==> config.mk <==
export PLATFORM = sky130hd
export DESIGN_NAME = pfq_top
export DESIGN_NICKNAME = d
export VERILOG_FILES = /design/src/rtl/pfq_pkg.sv /design/src/rtl/pfq_store.sv /design/src/rtl/pfq_fetch.sv /design/src/rtl/pfq_status.sv /design/src/rtl/pfq_top.sv
export SDC_FILE = /design/constraint.sdc
export NUM_CORES = 1
export LEC_CHECK = 0
export BUFFER_PORTS_ARGS = -buffer_cell sky130_fd_sc_hd__buf_2
export CAP_MARGIN = 20
export CORE_MARGIN = 2
export CORE_UTILIZATION = 35
export DETAILED_ROUTE_END_ITERATION = 6
export PLACE_DENSITY = 0.65
export SLEW_MARGIN = 25
export SYNTH_ARGS = -nofsm -noshare
export SYNTH_HDL_FRONTEND = slang
export SYNTH_HIERARCHICAL = 1
export SYNTH_SLANG_ARGS = --single-unit
export TNS_END_PERCENT = 1
==> constraint.sdc <==
create_clock -name clk -period 5.1 [get_ports clk]
set_input_delay 0.765 -clock clk [delete_from_list [all_inputs] [get_ports clk]]
set_output_delay 0.765 -clock clk [all_outputs]
set_load 0.01 [all_outputs]
==> src/rtl/pfq_pkg.sv <==
package pfq_pkg;
  typedef enum logic [1:0] {
    QS_IDLE  = 2'b00,
    QS_FIRST = 2'b01,
    QS_FLUSH = 2'b10,
    QS_NEXT  = 2'b11
  } qstat_e;

  localparam logic [1:0] SEG_CODE = 2'b10;
endpackage

==> src/rtl/pfq_store.sv <==
module pfq_store #(
  parameter int DEPTH = 6,
  localparam int PW = $clog2(DEPTH),
  localparam int CW = $clog2(DEPTH + 1)
) (
  input  logic          clk,
  input  logic          rst_n,
  input  logic          clr,
  input  logic [1:0]    push_n,
  input  logic [7:0]    b0,
  input  logic [7:0]    b1,
  input  logic          pop,
  output logic [CW-1:0] cnt,
  output logic [7:0]    head
);
  logic [7:0]    mem [DEPTH];
  logic [PW-1:0] rd_q, wr_q, rd_d, wr_d, wr_p1;
  logic [CW-1:0] cnt_d;

  function automatic logic [PW-1:0] wrap_add(input logic [PW-1:0] p, input int unsigned k);
    logic [PW:0] s;
    s = {1'b0, p} + (PW+1)'(k);
    if (s >= (PW+1)'(DEPTH)) s = s - (PW+1)'(DEPTH);
    return s[PW-1:0];
  endfunction

  always_comb begin
    wr_p1 = wrap_add(wr_q, 1);
    rd_d  = rd_q;
    wr_d  = wr_q;
    cnt_d = cnt;
    if (clr) begin
      rd_d  = '0;
      wr_d  = '0;
      cnt_d = '0;
    end else begin
      wr_d  = wrap_add(wr_q, push_n);
      rd_d  = pop ? wrap_add(rd_q, 1) : rd_q;
      cnt_d = CW'(cnt + CW'(push_n) - CW'(pop));
    end
  end

  always_ff @(posedge clk or negedge rst_n) begin
    if (!rst_n) begin
      rd_q <= '0;
      wr_q <= '0;
      cnt  <= '0;
    end else begin
      rd_q <= rd_d;
      wr_q <= wr_d;
      cnt  <= cnt_d;
    end
  end

  always_ff @(posedge clk) begin
    if (!clr && push_n != 2'd0) mem[wr_q] <= b0;
    if (!clr && push_n == 2'd2) mem[wr_p1] <= b1;
  end

  assign head = mem[rd_q];


  occupancy_bound_chk: assert property (@(posedge clk) disable iff (!rst_n)
    cnt <= CW'(DEPTH));
endmodule

==> src/rtl/pfq_fetch.sv <==
module pfq_fetch #(
  parameter int          AW         = 20,
  parameter logic [AW-1:0] RESET_ADDR = 20'hFFFF0
) (
  input  logic          clk,
  input  logic          rst_n,
  input  logic          room,
  input  logic          flush,
  input  logic [AW-1:0] flush_addr,
  input  logic          fetch_ack,
  input  logic          rdata_vld,
  input  logic [15:0]   rdata,
  output logic          fetch_req,
  output logic [AW-1:0] fetch_addr,
  output logic [1:0]    arr_n,
  output logic [7:0]    arr_b0,
  output logic [7:0]    arr_b1
);
  logic          pend_q, stale_q, podd_q;
  logic          pend_d, stale_d, podd_d;
  logic [AW-1:0] addr_d;
  logic          take_word, accept;

  assign fetch_req = room && !pend_q;
  assign accept    = fetch_req && fetch_ack;
  assign take_word = pend_q && rdata_vld;
  assign arr_n     = (take_word && !stale_q) ? (podd_q ? 2'd1 : 2'd2) : 2'd0;
  assign arr_b0    = podd_q ? rdata[15:8] : rdata[7:0];
  assign arr_b1    = rdata[15:8];

  always_comb begin
    pend_d  = pend_q;
    stale_d = stale_q;
    podd_d  = podd_q;
    addr_d  = fetch_addr;
    if (take_word) begin
      pend_d  = 1'b0;
      stale_d = 1'b0;
    end else if (accept) begin
      pend_d  = 1'b1;
      stale_d = flush;
      podd_d  = fetch_addr[0];
    end else if (flush && pend_q) begin
      stale_d = 1'b1;
    end
    if (flush)       addr_d = flush_addr;
    else if (accept) addr_d = fetch_addr + (fetch_addr[0] ? AW'(1) : AW'(2));
  end

  always_ff @(posedge clk or negedge rst_n) begin
    if (!rst_n) begin
      pend_q     <= 1'b0;
      stale_q    <= 1'b0;
      podd_q     <= 1'b0;
      fetch_addr <= RESET_ADDR;
    end else begin
      pend_q     <= pend_d;
      stale_q    <= stale_d;
      podd_q     <= podd_d;
      fetch_addr <= addr_d;
    end
  end


  addr_step_chk: assert property (@(posedge clk) disable iff (!rst_n)
    (fetch_req && fetch_ack && !flush) |=>
      fetch_addr == $past(fetch_addr) + ($past(fetch_addr[0]) ? AW'(1) : AW'(2)));

  flush_target_chk: assert property (@(posedge clk) disable iff (!rst_n)
    flush |=> fetch_addr == $past(flush_addr));
endmodule

==> src/rtl/pfq_status.sv <==
module pfq_status
  import pfq_pkg::*;
(
  input  logic       clk,
  input  logic       rst_n,
  input  logic       flush,
  input  logic       popped,
  input  logic       first,
  output logic [1:0] qstat
);
  qstat_e qs_d;

  always_comb begin
    if (flush)       qs_d = QS_FLUSH;
    else if (popped) qs_d = first ? QS_FIRST : QS_NEXT;
    else             qs_d = QS_IDLE;
  end

  always_ff @(posedge clk or negedge rst_n) begin
    if (!rst_n) qstat <= QS_IDLE;
    else        qstat <= qs_d;
  end
endmodule

==> src/rtl/pfq_top.sv <==
module pfq_top
  import pfq_pkg::*;
#(
  parameter int            DEPTH      = 6,
  parameter int            AW         = 20,
  parameter logic [AW-1:0] RESET_ADDR = 20'hFFFF0,
  localparam int           CW         = $clog2(DEPTH + 1)
) (
  input  logic          clk,
  input  logic          rst_n,
  output logic          fetch_req,
  output logic [AW-1:0] fetch_addr,
  output logic [1:0]    fetch_seg,
  input  logic          fetch_ack,
  input  logic          rdata_vld,
  input  logic [15:0]   rdata,
  input  logic          flush,
  input  logic [AW-1:0] flush_addr,
  input  logic          cons_take,
  input  logic          cons_first,
  output logic          cons_vld,
  output logic [7:0]    cons_byte,
  output logic [1:0]    qstat
);
  localparam logic [CW-1:0] REFILL_LIM = CW'(DEPTH - 2);

  logic [CW-1:0] cnt;
  logic [7:0]    head, b0, b1;
  logic [1:0]    arr_n, push_n;
  logic          room, popped;

  assign room      = cnt <= REFILL_LIM;
  assign cons_vld  = (cnt != '0) || (arr_n != 2'd0);
  assign cons_byte = (cnt != '0) ? head : b0;
  assign popped    = cons_take && cons_vld && !flush;
  assign push_n    = flush ? 2'd0 : arr_n;
  assign fetch_seg = SEG_CODE;

  pfq_fetch #(.AW(AW), .RESET_ADDR(RESET_ADDR)) u_fetch (
    .clk(clk), .rst_n(rst_n), .room(room), .flush(flush), .flush_addr(flush_addr),
    .fetch_ack(fetch_ack), .rdata_vld(rdata_vld), .rdata(rdata),
    .fetch_req(fetch_req), .fetch_addr(fetch_addr),
    .arr_n(arr_n), .arr_b0(b0), .arr_b1(b1));

  pfq_store #(.DEPTH(DEPTH)) u_store (
    .clk(clk), .rst_n(rst_n), .clr(flush), .push_n(push_n), .b0(b0), .b1(b1),
    .pop(popped), .cnt(cnt), .head(head));

  pfq_status u_status (
    .clk(clk), .rst_n(rst_n), .flush(flush), .popped(popped),
    .first(cons_first), .qstat(qstat));


  refill_thresh_chk: assert property (@(posedge clk) disable iff (!rst_n)
    fetch_req |-> cnt <= REFILL_LIM);

  take_code_chk: assert property (@(posedge clk) disable iff (!rst_n)
    (cons_take && cons_vld && !flush) |=> qstat[0]);

  idle_code_chk: assert property (@(posedge clk) disable iff (!rst_n)
    (!flush && !(cons_take && cons_vld)) |=> qstat == 2'b00);

  flush_code_chk: assert property (@(posedge clk) disable iff (!rst_n)
    flush |=> qstat == 2'b10);
endmodule

==> results_dict.tcl <==
set metrics [dict create \
    yosys.area.top_type "edfxtp_1" \
    worstSetupEndpointType "flop" \
    fin_nets 550 \
    slew_violations 0 \
    fin_skew_ns 0.00687 \
    antenna_cells 0 \
    cts_tree "done" \
    first_global_vias 3658 \
    critPathArrivalTime_ns 3.29 \
    numCtsBuffers 9 \
    grt_pass1_wl_um 18400 \
    wl_per_cell_um 16.6 \
    drive_above_1_share 0.388 \
    area_growth_pct 16.4 \
    timing.rr.start "u_fetch/podd_q" \
    ir_worst_vdd_mv 0.197 \
    path_class "flop to flop" \
    hpwl_um 7820 \
    postCtsHoldBufs 0 \
    worstMarginPinSlew_ns 0.889 \
    ant_nets 0 \
    startpoint_type "flop" \
    crit_fanout 11 \
    yosysMostFrequentCell "mux2_2" \
    startpoint "u_fetch/podd_q" \
    rsz0062_at_grt "no" \
    hold_violations 0 \
    cts_root_buf "clkbuf_16" \
    synthesis.nets 488 \
    syn_inst 432 \
    grt_max_degree 43 \
    synth_top_area_frac 0.290 \
    synth-edff-count 48 \
    antenna_found_initial 0 \
    dr.max_layer_used "met4" \
    status "finished, final reports clean" \
    final_area_mm2 0.00578 \
    synthFlopType "edfxtp_1" \
    synth_cell_types 56 \
    row_count 43 \
    max_freq_ghz 0.301 \
    internal_power_mw 1.57 \
    dieArea_mm2 0.0151 \
    wl_met1_um 5060 \
    detailedRoute.firstPassIterationCount 4 \
    synth-seq-cells 82 \
    die_x_um 123 \
    ys_seq_area_frac 0.466 \
    min_period_ns 3.33 \
    postSynth.asyncResetShare 0.415 \
    combPwrFrac 0.273 \
    grt_overflow_total 0 \
    fin_ws_ns 1.77 \
    drtIter0Drc 191 \
    met2_length_um 5400 \
    pwr-share-clk 0.337 \
    synth_warnings 6 \
    period_share 0.652 \
    portBuffers 74 \
    cts_setup_buffers 0 \
    fin_tns_setup_ns 0 \
    p_per_area_mw_per_mm2 387 \
    post-place-ws_ns 1.60 \
    grt_use_total 0.159 \
    slew_headroom 0.406 \
    synth_common_cells "mux2_2, edfxtp_1, nor2_1" \
    avgSynthCellArea_um2 11.5 \
    drt_wl_total_um 11300 \
    p_sw_uw 661 \
    setup_violations 0 \
    gp_congestion 0.868 \
    hp-class "input pin to asynchronous set/reset pin" \
    synthTopCellsByArea "edfxtp_1, mux2_2, dfrtp_1, dfstp_2, mux4_2" \
    cts.sinks 82 \
    post_dp_cell_area_mm2 0.00544 \
    avgViaCountPerCell 5.25 \
    cts_max_level 3 \
    dr_wl_met3_um 650 \
    ios 77 \
    required_ns 5.07 \
    power.leakage_nw 2.20 \
    maxCapViolCount 0 \
    fp.dieH_um 123 \
    syn-cell-area_mm2 0.00496 \
    power_mw 2.24 \
    start_util 0.358 \
    seq_power_share 0.390 \
    clk_latency_ns 0.34 \
    coreArea_mm2 0.0139 \
    cts.clk_slew.worst_paths_ns 0.06 \
    cts_max_path_buffers 2 \
    cts-resized-gates 0 \
    switching_share 0.296 \
    vias 3562 \
    drc 0 \
]
path summary, 6_finish.rpt:
path                                               end  slack (ns)  cells after the start
worst max-delay path                 u_store/mem[3][5]        1.77                      6
worst min-delay path             u_fetch/fetch_addr[0]        0.50                      1
worst max register to register       u_store/mem[3][5]        1.77                      6
worst min register to register  u_fetch/fetch_addr[17]        0.53                      2
max in group asynchronous              u_store/rd_q[0]        4.06                      1
min in group clk                u_fetch/fetch_addr[17]        0.53                      2
through the flow:
| step | cells | util | hold WS [ns] |
|---|---|---|---|
| 2_1_floorplan | 432 | - | 0.469 |
| 3_3_place_gp | 663 | 0.392 | 0.515 |
| 3_5_place_dp | 663 | 0.392 | 0.527 |
| 4_1_cts | 678 | 0.416 | 0.518 |
| 5_1_grt | 678 | 0.416 | 0.554 |
| 6_report | 678 | 0.416 | 0.497 |
area by class of cell:
| type | count | area (µm²) |
|---|---|---|
| clock buffer | 9 | 225 |
| clock inverter | 6 | 115 |
| fill | 1315 | 8100 |
| inverter | 21 | 78.8 |
| multi-input combinational | 305 | 2440 |
| sequential | 82 | 2310 |
| tap | 180 | 225 |
| timing repair buffer | 75 | 378 |
placed cells by master (no fill, tap or decap), drive strengths merged, types with 2 or more instances in the layout:
cell	instances
nor3	8
nor4b	3
inv	22
or3	4
ha	11
a31oi	7
a211oi	4
dfrtp	18
or4	3
a221o	2
xnor2	13
clkbuf	9
edfxtp	48
nor4	7
o21ai	22
mux4	8
dfstp	16
bufinv	3
nor3b	4
nand4	4
and2	2
nand3	8
buf	75
nand2b	4
conb	2
fa	2
nor2b	10
mux2i	10
nor2	33
and3	3
a21o	8
a21oi	17
mux2	64
nand2	30
power by group through the flow:
stage | Sequential (mW) | Clock (mW) | Combinational (mW)
final | 0.871 | 0.753 | 0.611
after CTS | 0.874 | 0.769 | 0.621
after global placement | 0.882 | 0 | 0.603
after detailed placement | 0.886 | 0 | 0.616
after global routing | 0.884 | 0.798 | 0.683
after floorplan | 0.849 | 0 | 0.461
worst max-delay path, stage by stage, from the launching register on:
cell and delay, ns:
dfrtp_1 0.58, nor3_1 0.30, nor2b_1 0.27, inv_1 0.15, nor4_1 0.42, nor3b_2 0.71, o21bai_1 0.51
sequential cells by signal, indices dropped and copies added (netlist names):
signal and count:
u_fetch/pend_q 1, u_store/wr_q 3, u_store/cnt 3, u_status/qstat 2, u_fetch/podd_q 1, u_fetch/fetch_addr 20, u_fetch/stale_q 1, u_store/mem 48
u_store/rd_q 3
cell families (layout without fill, tap and decap cells):
logic type               after synthesis  after routing  share of synthesized area
AND/OR/NAND/NOR                      128            128                      0.147
multiplexers                          82             82                      0.202
adder cells (fa/ha/maj)               13             13                     0.0358
other                                  2              2                    0.00151
XOR/XNOR                              14             14                     0.0247
flip-flops                            82             82                      0.466
buffers and inverters                 45            111                     0.0423
AO/OA/AOI/OAI                         66             66                     0.0814
routing by layer:
| metal | vias up | GRT usage |
|---|---|---|
| met5 | - | 0 |
| met3 | 11 | 0.0374 |
| met4 | 0 | 0.0554 |
| li1 | 1705 | - |
| met2 | 102 | 0.265 |
| met1 | 1744 | 0.204 |
Power figures use the tool's default switching activity.
